--- src/rtl/sram_cyc_pkg.sv ---
package sram_cyc_pkg;

  typedef enum logic [1:0] {
    PH_IDLE  = 2'd0,
    PH_READ  = 2'd1,
    PH_WLOW  = 2'd2,
    PH_WTAIL = 2'd3
  } phase_e;

  // Strobe-low length: both the pulse width and the data setup end at the
  // strobe's rising edge, and data is driven when the strobe falls.
  function automatic int strobe_len(input int pulse, input int setup);
    return (pulse > setup) ? pulse : setup;
  endfunction

  // Cycles with select low after the strobe rises: finish the cycle time,
  // and never fewer than one clock of address/data hold.
  function automatic int tail_len(input int cyc, input int low);
    return ((cyc - low) > 1) ? (cyc - low) : 1;
  endfunction

  function automatic int max3(input int a, input int b, input int c);
    int m;
    m = (a > b) ? a : b;
    return (m > c) ? m : c;
  endfunction

  // Counter width to hold values 0 .. n-1.
  function automatic int cnt_bits(input int n);
    return (n < 3) ? 1 : $clog2(n);
  endfunction

endpackage

--- src/rtl/sram_phase_timer.sv ---
module sram_phase_timer #(
  parameter int CNT_W = 2
) (
  input  logic             clk,
  input  logic             rst,
  input  logic             load,
  input  logic [CNT_W-1:0] load_val,
  output logic             last
);
  logic [CNT_W-1:0] cnt_q;

  always_ff @(posedge clk) begin
    if (rst)              cnt_q <= '0;
    else if (load)        cnt_q <= load_val;
    else if (cnt_q != '0) cnt_q <= cnt_q - 1'b1;
  end

  assign last = (cnt_q == '0);
endmodule

--- src/rtl/sram_cmd_latch.sv ---
module sram_cmd_latch #(
  parameter int ADDR_W = 16,
  parameter int DATA_W = 4
) (
  input  logic              clk,
  input  logic              rst,
  input  logic              take,
  input  logic [ADDR_W-1:0] addr_in,
  input  logic [DATA_W-1:0] data_in,
  output logic [ADDR_W-1:0] addr_q,
  output logic [DATA_W-1:0] data_q
);
  always_ff @(posedge clk) begin
    if (rst) begin
      addr_q <= '0;
      data_q <= '0;
    end else if (take) begin
      addr_q <= addr_in;
      data_q <= data_in;
    end
  end
endmodule

--- src/rtl/sram_rd_capture.sv ---
module sram_rd_capture #(
  parameter int DATA_W = 4
) (
  input  logic              clk,
  input  logic              rst,
  input  logic              grab,
  input  logic [DATA_W-1:0] pins,
  output logic [DATA_W-1:0] word_q,
  output logic              valid_q
);
  always_ff @(posedge clk) begin
    if (rst) begin
      word_q  <= '0;
      valid_q <= 1'b0;
    end else begin
      valid_q <= grab;
      if (grab) word_q <= pins;
    end
  end

  // the valid flag is a single-cycle pulse
  p_valid_single_r3: assert property (@(posedge clk) disable iff (rst)
    valid_q |=> !valid_q);
endmodule

--- src/rtl/sram_cyc_ctrl.sv ---
module sram_cyc_ctrl #(
  parameter int ADDR_W   = 16,
  parameter int DATA_W   = 4,
  parameter int RD_CYC   = 2,
  parameter int WE_PULSE = 1,
  parameter int WD_SETUP = 1,
  parameter int WR_CYC   = 2
) (
  input  logic              clk,
  input  logic              rst,
  input  logic              cmd_req,
  input  logic              cmd_write,
  input  logic [ADDR_W-1:0] cmd_addr,
  input  logic [DATA_W-1:0] cmd_wdata,
  output logic              busy,
  output logic              rd_valid,
  output logic [DATA_W-1:0] rd_data,
  output logic [ADDR_W-1:0] mem_addr,
  output logic [DATA_W-1:0] mem_din,
  input  logic [DATA_W-1:0] mem_dout,
  output logic              mem_cs_n,
  output logic              mem_wr_n
);
  import sram_cyc_pkg::*;

  localparam int LOW_LEN  = strobe_len(WE_PULSE, WD_SETUP);
  localparam int TAIL_LEN = tail_len(WR_CYC, LOW_LEN);
  localparam int MAX_LEN  = max3(RD_CYC, LOW_LEN, TAIL_LEN);
  localparam int CNT_W    = cnt_bits(MAX_LEN);
  localparam int RUN_W    = CNT_W + 2;
  localparam logic [CNT_W-1:0] RD_LD   = CNT_W'(RD_CYC - 1);
  localparam logic [CNT_W-1:0] LOW_LD  = CNT_W'(LOW_LEN - 1);
  localparam logic [CNT_W-1:0] TAIL_LD = CNT_W'(TAIL_LEN - 1);

  phase_e           phase_q, phase_d;
  logic             accept, phase_last, grab_now;
  logic             tmr_load;
  logic [CNT_W-1:0] tmr_val;

  // named internal events
  assign accept   = cmd_req && (phase_q == PH_IDLE);
  assign grab_now = (phase_q == PH_READ) && phase_last;

  always_comb begin
    phase_d  = phase_q;
    tmr_load = 1'b0;
    tmr_val  = '0;
    unique case (phase_q)
      PH_IDLE: if (accept) begin
        tmr_load = 1'b1;
        tmr_val  = cmd_write ? LOW_LD : RD_LD;
        phase_d  = cmd_write ? PH_WLOW : PH_READ;
      end
      PH_READ: if (phase_last) phase_d = PH_IDLE;
      PH_WLOW: if (phase_last) begin
        tmr_load = 1'b1;
        tmr_val  = TAIL_LD;
        phase_d  = PH_WTAIL;
      end
      PH_WTAIL: if (phase_last) phase_d = PH_IDLE;
      default: phase_d = PH_IDLE;
    endcase
  end

  // strobes registered from the next phase so the pins never glitch
  always_ff @(posedge clk) begin
    if (rst) begin
      phase_q  <= PH_IDLE;
      mem_cs_n <= 1'b1;
      mem_wr_n <= 1'b1;
    end else begin
      phase_q  <= phase_d;
      mem_cs_n <= (phase_d == PH_IDLE);
      mem_wr_n <= (phase_d != PH_WLOW);
    end
  end

  assign busy = (phase_q != PH_IDLE);

  sram_phase_timer #(.CNT_W(CNT_W)) u_timer (
    .clk(clk), .rst(rst), .load(tmr_load), .load_val(tmr_val), .last(phase_last)
  );

  sram_cmd_latch #(.ADDR_W(ADDR_W), .DATA_W(DATA_W)) u_latch (
    .clk(clk), .rst(rst), .take(accept), .addr_in(cmd_addr), .data_in(cmd_wdata),
    .addr_q(mem_addr), .data_q(mem_din)
  );

  sram_rd_capture #(.DATA_W(DATA_W)) u_cap (
    .clk(clk), .rst(rst), .grab(grab_now), .pins(mem_dout),
    .word_q(rd_data), .valid_q(rd_valid)
  );

  // run-length counters, used only by the checks below
  logic [RUN_W-1:0] wr_low_run, cs_low_run;
  always_ff @(posedge clk) begin
    if (rst) begin
      wr_low_run <= '0;
      cs_low_run <= '0;
    end else begin
      wr_low_run <= mem_wr_n ? '0 : wr_low_run + 1'b1;
      cs_low_run <= mem_cs_n ? '0 : cs_low_run + 1'b1;
    end
  end

  // the write strobe only falls inside a selected access
  p_strobe_in_select_r8: assert property (@(posedge clk) disable iff (rst)
    !mem_wr_n |-> !mem_cs_n);
  // with no access in progress the memory is deselected
  p_idle_deselect_r7: assert property (@(posedge clk) disable iff (rst)
    !busy |-> mem_cs_n);
  // the address does not move during an access
  p_addr_hold_r9: assert property (@(posedge clk) disable iff (rst)
    (busy && $past(busy)) |-> $stable(mem_addr));
  // the strobe was low for the full rounded-up length
  p_strobe_len_r4: assert property (@(posedge clk) disable iff (rst)
    $rose(mem_wr_n) |-> (wr_low_run == RUN_W'(LOW_LEN)));
  // a read kept select low for exactly the access length
  p_read_len_r2: assert property (@(posedge clk) disable iff (rst)
    rd_valid |-> (cs_low_run == RUN_W'(RD_CYC)));
endmodule

--- config.mk ---
export PLATFORM = sky130hd
export DESIGN_NAME = sram_cyc_ctrl
export DESIGN_NICKNAME = d
export VERILOG_FILES = /design/src/rtl/sram_cyc_pkg.sv /design/src/rtl/sram_phase_timer.sv /design/src/rtl/sram_cmd_latch.sv /design/src/rtl/sram_rd_capture.sv /design/src/rtl/sram_cyc_ctrl.sv
export SDC_FILE = /design/constraint.sdc
export NUM_CORES = 1
export LEC_CHECK = 0
export BUFFER_PORTS_ARGS = -buffer_cell sky130_fd_sc_hd__buf_2
export CAP_MARGIN = 5
export CORE_UTILIZATION = 42
export CTS_BUF_LIST = sky130_fd_sc_hd__clkbuf_8
export CTS_CLUSTER_SIZE = 40
export DETAILED_ROUTE_END_ITERATION = 6
export GPL_TIMING_DRIVEN = 0
export PLACE_DENSITY = 0.77
export SLEW_MARGIN = 0
export SYNTH_ARGS = -nofsm -noshare
export SYNTH_HDL_FRONTEND = slang
export SYNTH_SLANG_ARGS = --single-unit
--- constraint.sdc ---
create_clock -name clk -period 1.3 [get_ports clk]
set_clock_uncertainty 0.2 [all_clocks]
set_input_delay 0.26 -clock clk [delete_from_list [all_inputs] [get_ports clk]]
set_output_delay 0.26 -clock clk [all_outputs]
set_load 0.02 [all_outputs]
==> results.toml, run 1 <==
[final_layout]
syn_to_final_growth_pct = 46.02
antenna_cells = 0
layout.nets = 203
drive_above_1_share_pct = 46.59
nFillCells = 199
post-route-cell-area_mm2 = 0.001628
mostFrequentLayoutCells = "buf_2, dfxtp_1, nor2_1"
final_common_cell = "buf_2"
finalNonFillerCells = 206

[synth]
syn-num-nets = 131
synth_top_area_cell = "dfxtp_1"
synth_area_leaders = "dfxtp_1, mux2i_1, nor2_1, nor3b_4, buf_6"
ys_ff_latch = 30
ys_types = 18
synth_top_area_share_pct = 53.87
synth_cells = 103
synth-seq-area-share_pct = 53.87
ys_warn_count = 0
avgSynthCellArea_um2 = 10.82
synth.cell_area_mm2 = 0.001115

[floorplan]
die-area_mm2 = 0.002864
pin_count = 56
start_util_pct = 44.59
die_h_um = 53.52
die_w_um = 53.52
placementRows = 18
core-area_mm2 = 0.002500

[timing]
period_share_pct = 114.1
fin_ws_ns = -0.1835
max_freq_mhz = 674.1
period_minus_slack_ns = 1.483
drv_slew = 0
setup_viol = 26
relSlewSlack_pct = 72.42
tightest_slew_ns = 0.4136
rsz0062_at_grt = "true"
hold_violations = 0

[setup_path]
crit_fanout = 5
critPathCaptureType = "output port"
startpoint_type = "flop"
critPathArrivalTime_ns = 1.02
r2r_start = "phase_q[1]"
critPathKind = "reg -> out"
cp_data_required_time_ns = 0.84
startpoint = "phase_q[1]"

[hold_path]
hp-start = "cmd_addr[7]"
hold_class = "in -> reg"

[placed_design]
place_area_mm2 = 0.001429
io_buffers = 55
dpl.cell_count = 188
gp_congestion = 0.6751
hpwl_mm = 1.593

[clock_tree]
cts-root-buf = "clkbuf_8"
numCtsBuffers = 5
cts_max_level = 2
clock-sinks = 30
clk_pin_slew_ns = 0.06
cts_tree = "done"
cts_buffer_depth = 2
clk_latency_ns = 0.27

[detailed_routing]
drtIter0Drc = 7
vias = 955
wirelength_mm = 2.340
ant_nets = 0
wl_per_cell_um = 11.36
drc = 0
dr.pass1.iters = 3
avgViaCountPerCell = 4.636

[grt]
antenna_found_initial = 0
grt_usage_pct = 19.08
grt_overflow = 0
grt_pass1_wl_mm = 3.767
grt_pass1_vias = 959
grt_max_degree = 11

[status]
violations = "negative setup slack"
outcome = "finished with violations"

[power_and_ir_drop]
leakage_nw = 0.8189
peakVddDrop_mv = 0.9348
powerDensity_mw_per_mm2 = 1392

[flow_run]
cap_violations = 0
==> registers in the layout (all words and copies together) (netlist names) <==
signal          count
u_latch.addr_q     16
u_cap.word_q        4
u_latch.data_q      4
phase_q             2
mem_cs_n            1
mem_wr_n            1
u_cap.valid_q       1
u_timer.cnt_q       1
==> cells in the mapped netlist <==
cell       number
nor2b_1         2
inv_1           1
nor3_1          1
a2bb2oi_1       1
nand2b_1        1
nor2_1         26
nor3b_2         1
clkbuf_1        1
o21ai_0         3
buf_4           1
buf_2           1
or2_2           1
buf_6           3
nor3b_4         2
nand2_1         3
mux2i_1        24
a21boi_0        1
dfxtp_1        30
==> kinds of logic after synthesis <==
kind of cell / Yosys count / share of synthesized area, %
AND/OR/NAND/NOR: 37 / 16.95
AO/OA/AOI/OAI: 5 / 2.806
buffers and inverters: 7 / 4.825
multiplexers: 24 / 21.55
flip-flops: 30 / 53.87
==> power by group <==
part | internal (W) | total, W | leakage [nW] | switching, W
sequential | 0.000992 | 0.00103 | 0.247 | 0.0000414
combinational | 0.000248 | 0.000493 | 0.519 | 0.000245
clock | 0.000418 | 0.000739 | 0.0524 | 0.000321
total | 0.00166 | 0.00227 | 0.819 | 0.000608
==> what timing repair did <==
item,4_1_cts,5_1_grt
endpoints found under the setup margin,25,28
gates cloned,2,0
hold buffers,2,0
setup buffers,6,1
resized for setup,11,2
hold endpoints to repair,2,0
pin swaps,2,2
==> final cells by class <==
class,instances,area (um2),share of cell area [%]
buffer,5,38.79,2.383
clock buffer,6,82.58,5.073
clock inverter,2,8.758,0.5380
inverter,1,3.754,0.2306
multi-input combinational,66,465.4,28.59
sequential,30,603.1,37.05
tap,30,37.54,2.306
timing repair buffer,66,387.9,23.83
==> critical path, stage by stage (launching register included) <==
cell and delay [ns]:
dfxtp_2 0.35, or2_4 0.27, buf_6 0.13
==> per-stage QoR <==
| stage | TNS [ns] | power (W) | util [%] | hold slack, ns | setup slack (ns) |
|---|---|---|---|---|---|
| 4_1_cts | -3.930 | 0.002282 | 65.17 | 0.01121 | -0.2319 |
| 6_report | -2.684 | 0.002265 | 65.12 | 0.01930 | -0.1835 |
| 3_5_place_dp | -3.449 | 0.001472 | 57.16 | 0.2642 | -0.1886 |
| 3_3_place_gp | -2.848 | 0.001459 | 57.16 | 0.2672 | -0.1452 |
| 2_1_floorplan | -1.518 | 0.001334 | - | 0.1307 | -0.08301 |
| 5_1_grt | -4.453 | 0.002366 | 65.12 | 0.01797 | -0.2106 |
==> path summary, 6_finish.rpt <==
path	end	slack (ns)	cells after the start
hold / removal	u_latch.addr_q[7]	0.02	3
hold reg to reg	u_latch.data_q[1]	0.29	2
setup / recovery	busy	-0.18	2
setup reg to reg	u_latch.addr_q[4]	-0.13	5
==> routing by layer <==
layer | global-route usage, % | wire [um] | vias up
met1 | 19.20 | 1009 | 416
met3 | 6.897 | 192 | 8
met4 | 13.60 | 63 | 0
met5 | 0 | 0 | -
li1 | - | - | 482
met2 | 32.29 | 1074 | 49
Note: power is estimated with default switching activity, not from simulation.
==> run 2: changes to the inputs <==
--- a/config.mk
+++ b/config.mk
@@ -7,12 +7,13 @@
 export LEC_CHECK = 0
 export BUFFER_PORTS_ARGS = -buffer_cell sky130_fd_sc_hd__buf_2
 export CAP_MARGIN = 5
-export CORE_UTILIZATION = 42
+export CORE_UTILIZATION = 50
 export CTS_BUF_LIST = sky130_fd_sc_hd__clkbuf_8
 export CTS_CLUSTER_SIZE = 40
 export DETAILED_ROUTE_END_ITERATION = 6
 export GPL_TIMING_DRIVEN = 0
-export PLACE_DENSITY = 0.77
+export PLACE_DENSITY = 0.86
+export SKIP_CTS_REPAIR_TIMING = 1
 export SLEW_MARGIN = 0
 export SYNTH_ARGS = -nofsm -noshare
 export SYNTH_HDL_FRONTEND = slang
==> constraint.sdc (replaced) <==
create_clock -name clk -period 1.91 [get_ports clk]
set_clock_uncertainty 0.2 [all_clocks]
set_input_delay 0.382 -clock clk [delete_from_list [all_inputs] [get_ports clk]]
set_output_delay 0.382 -clock clk [all_outputs]
set_load 0.02 [all_outputs]
==> run 2 against run 1 <==
Compared with the run above:
- critical path depth rose by 1
- largest cell class unchanged
- worst hold slack gained 0.086 ns
- clock power down 38%
- count of clock-buffer cells in the layout shrank 1
- setup slack improved by 0.34 ns
- global-route usage is 1.4 points higher
- cell area shrank 7.7%
- die area fell by 15%
- via count fell by 4.5%
- sequential share of layout area up 2.9 points
- the run now ends clean
- core utilization increased by 9.2 points
- flip-flop and latch count unchanged
==> results.toml, run 2 (same netlist as run 1, synthesis figures left out) <==
[status]
outcome = "complete, no violations"

[floorplan]
die-area_mm2 = 0.002423
die_h_um = 49.22
placementRows = 16
pin_count = 56
die_w_um = 49.22
core-area_mm2 = 0.002022
start_util_pct = 55.14

[grt]
grt_usage_pct = 20.44
grt_overflow = 0
grt_pass1_wl_mm = 3.684
grt_max_degree = 11
antenna_found_initial = 0
grt_pass1_vias = 922

[final_layout]
mostFrequentLayoutCells = "buf_2, dfxtp_1, nor2_1"
drive_above_1_share_pct = 43.03
syn_to_final_growth_pct = 34.79
largest_reg_flops = 16
layout.nets = 193
final_common_cell = "buf_2"
antenna_cells = 0
reg_top3 = "u_latch.addr_q x16, u_cap.word_q x4, u_latch.data_q x4"
top_register = "u_latch.addr_q"
post-route-cell-area_mm2 = 0.001503

[detailed_routing]
vias = 912
wl_per_cell_um = 11.27
ant_nets = 0
drc = 0
dr.pass1.iters = 4
wirelength_mm = 2.164
drtIter0Drc = 14
avgViaCountPerCell = 4.750

[clock_tree]
cts-root-buf = "clkbuf_8"
clk_latency_ns = 0.27
clk_pin_slew_ns = 0.06
cts_buffer_depth = 2
clock-sinks = 30
cts_max_level = 2
numCtsBuffers = 5
cts_tree = "done"

[timing]
setup_viol = 0
fin_tns_setup_ns = 0
relSlewSlack_pct = 72.99
period_share_pct = 91.65
hold_violations = 0
rsz0062_at_grt = "false"
max_freq_mhz = 571.3
tightest_slew_ns = 0.4051
period_minus_slack_ns = 1.751
drv_slew = 0

[power_and_ir_drop]
powerDensity_mw_per_mm2 = 962.0
leakage_nw = 0.7528
power_w = 0.001446
peakVddDrop_mv = 0.8457

[setup_path]
crit_fanout = 8
critPathCaptureType = "output port"
critPathKind = "reg -> out"
startpoint_type = "flop"
critPathArrivalTime_ns = 1.17
rr_worst_depth = 5
cp_data_required_time_ns = 1.33

[placed_design]
place_area_mm2 = 0.001424
io_buffers = 55
gp_congestion = 0.6980
hpwl_mm = 1.636

[hold_path]
hold_class = "in -> reg"
holdPathStages = 2

[flow_run]
cap_violations = 0
-- run 2: cell types whose count changed in the layout (fill, tap and decap cells not counted), sizes merged --
cell / previous run / this run
buf: 68 / 60
clkinv: 1 / 2
clkbuf: 7 / 6
dlygate4sd3: 2 / 0
inv: 2 / 1
-- run 2: stage by stage --
stage / std cells / hold WS (ns) / utilization, % / setup WS (ns)
6_report: 192 / 0.1057 / 74.32 / 0.1595
5_1_grt: 192 / 0.1116 / 74.32 / 0.1257
4_1_cts: 192 / 0.09844 / 74.32 / 0.1515
3_5_place_dp: 185 / 0.2792 / 70.42 / 0.3400
3_3_place_gp: 185 / 0.2661 / 70.42 / 0.3790
2_1_floorplan: 103 / 0.2527 / - / 0.5094
-- run 2: cell type report --
cell class	count	area [um2]
Tap cell	27	33.78
Timing Repair Buffer	55	275.3
Buffer	6	50.05
Inverter	1	3.754
Fill cell	159	519.2
Multi-Input combinational cell	66	460.4
Clock inverter	2	10.01
Clock buffer	5	68.82
Sequential cell	30	600.6
-- run 2: layer usage --
layer,part of all wire [%],up-vias,GRT usage (%),routed length (um)
li1,-,462,-,-
met1,41,407,20.12,896
met2,48,40,35.84,1041
met3,9.1,3,9.657,196
met4,1.4,0,9.314,30
met5,0,-,0,0
-- run 2: final timing paths --
check | startpoint | to | slack (ns)
min | cmd_write | u_timer.cnt_q | 0.11
max | phase_q[1] | busy | 0.16
max reg2reg | phase_q[1] | u_latch.addr_q[10] | 0.38
min reg2reg | u_latch.data_q[0] | u_latch.data_q[0] | 0.29
-- run 2: power by group --
group | total (W) | switching (W) | internal [W]
combinational | 0.000287 | 0.000157 | 0.000131
clock | 0.000459 | 0.000215 | 0.000243
sequential | 0.000700 | 0.0000256 | 0.000674
total | 0.00145 | 0.000398 | 0.00105
-- run 2: critical path, stage by stage (launching register included) --
cell	delay [ns]
dfxtp_1	0.30
buf_6	0.13
or2_2	0.30
buf_2	0.16
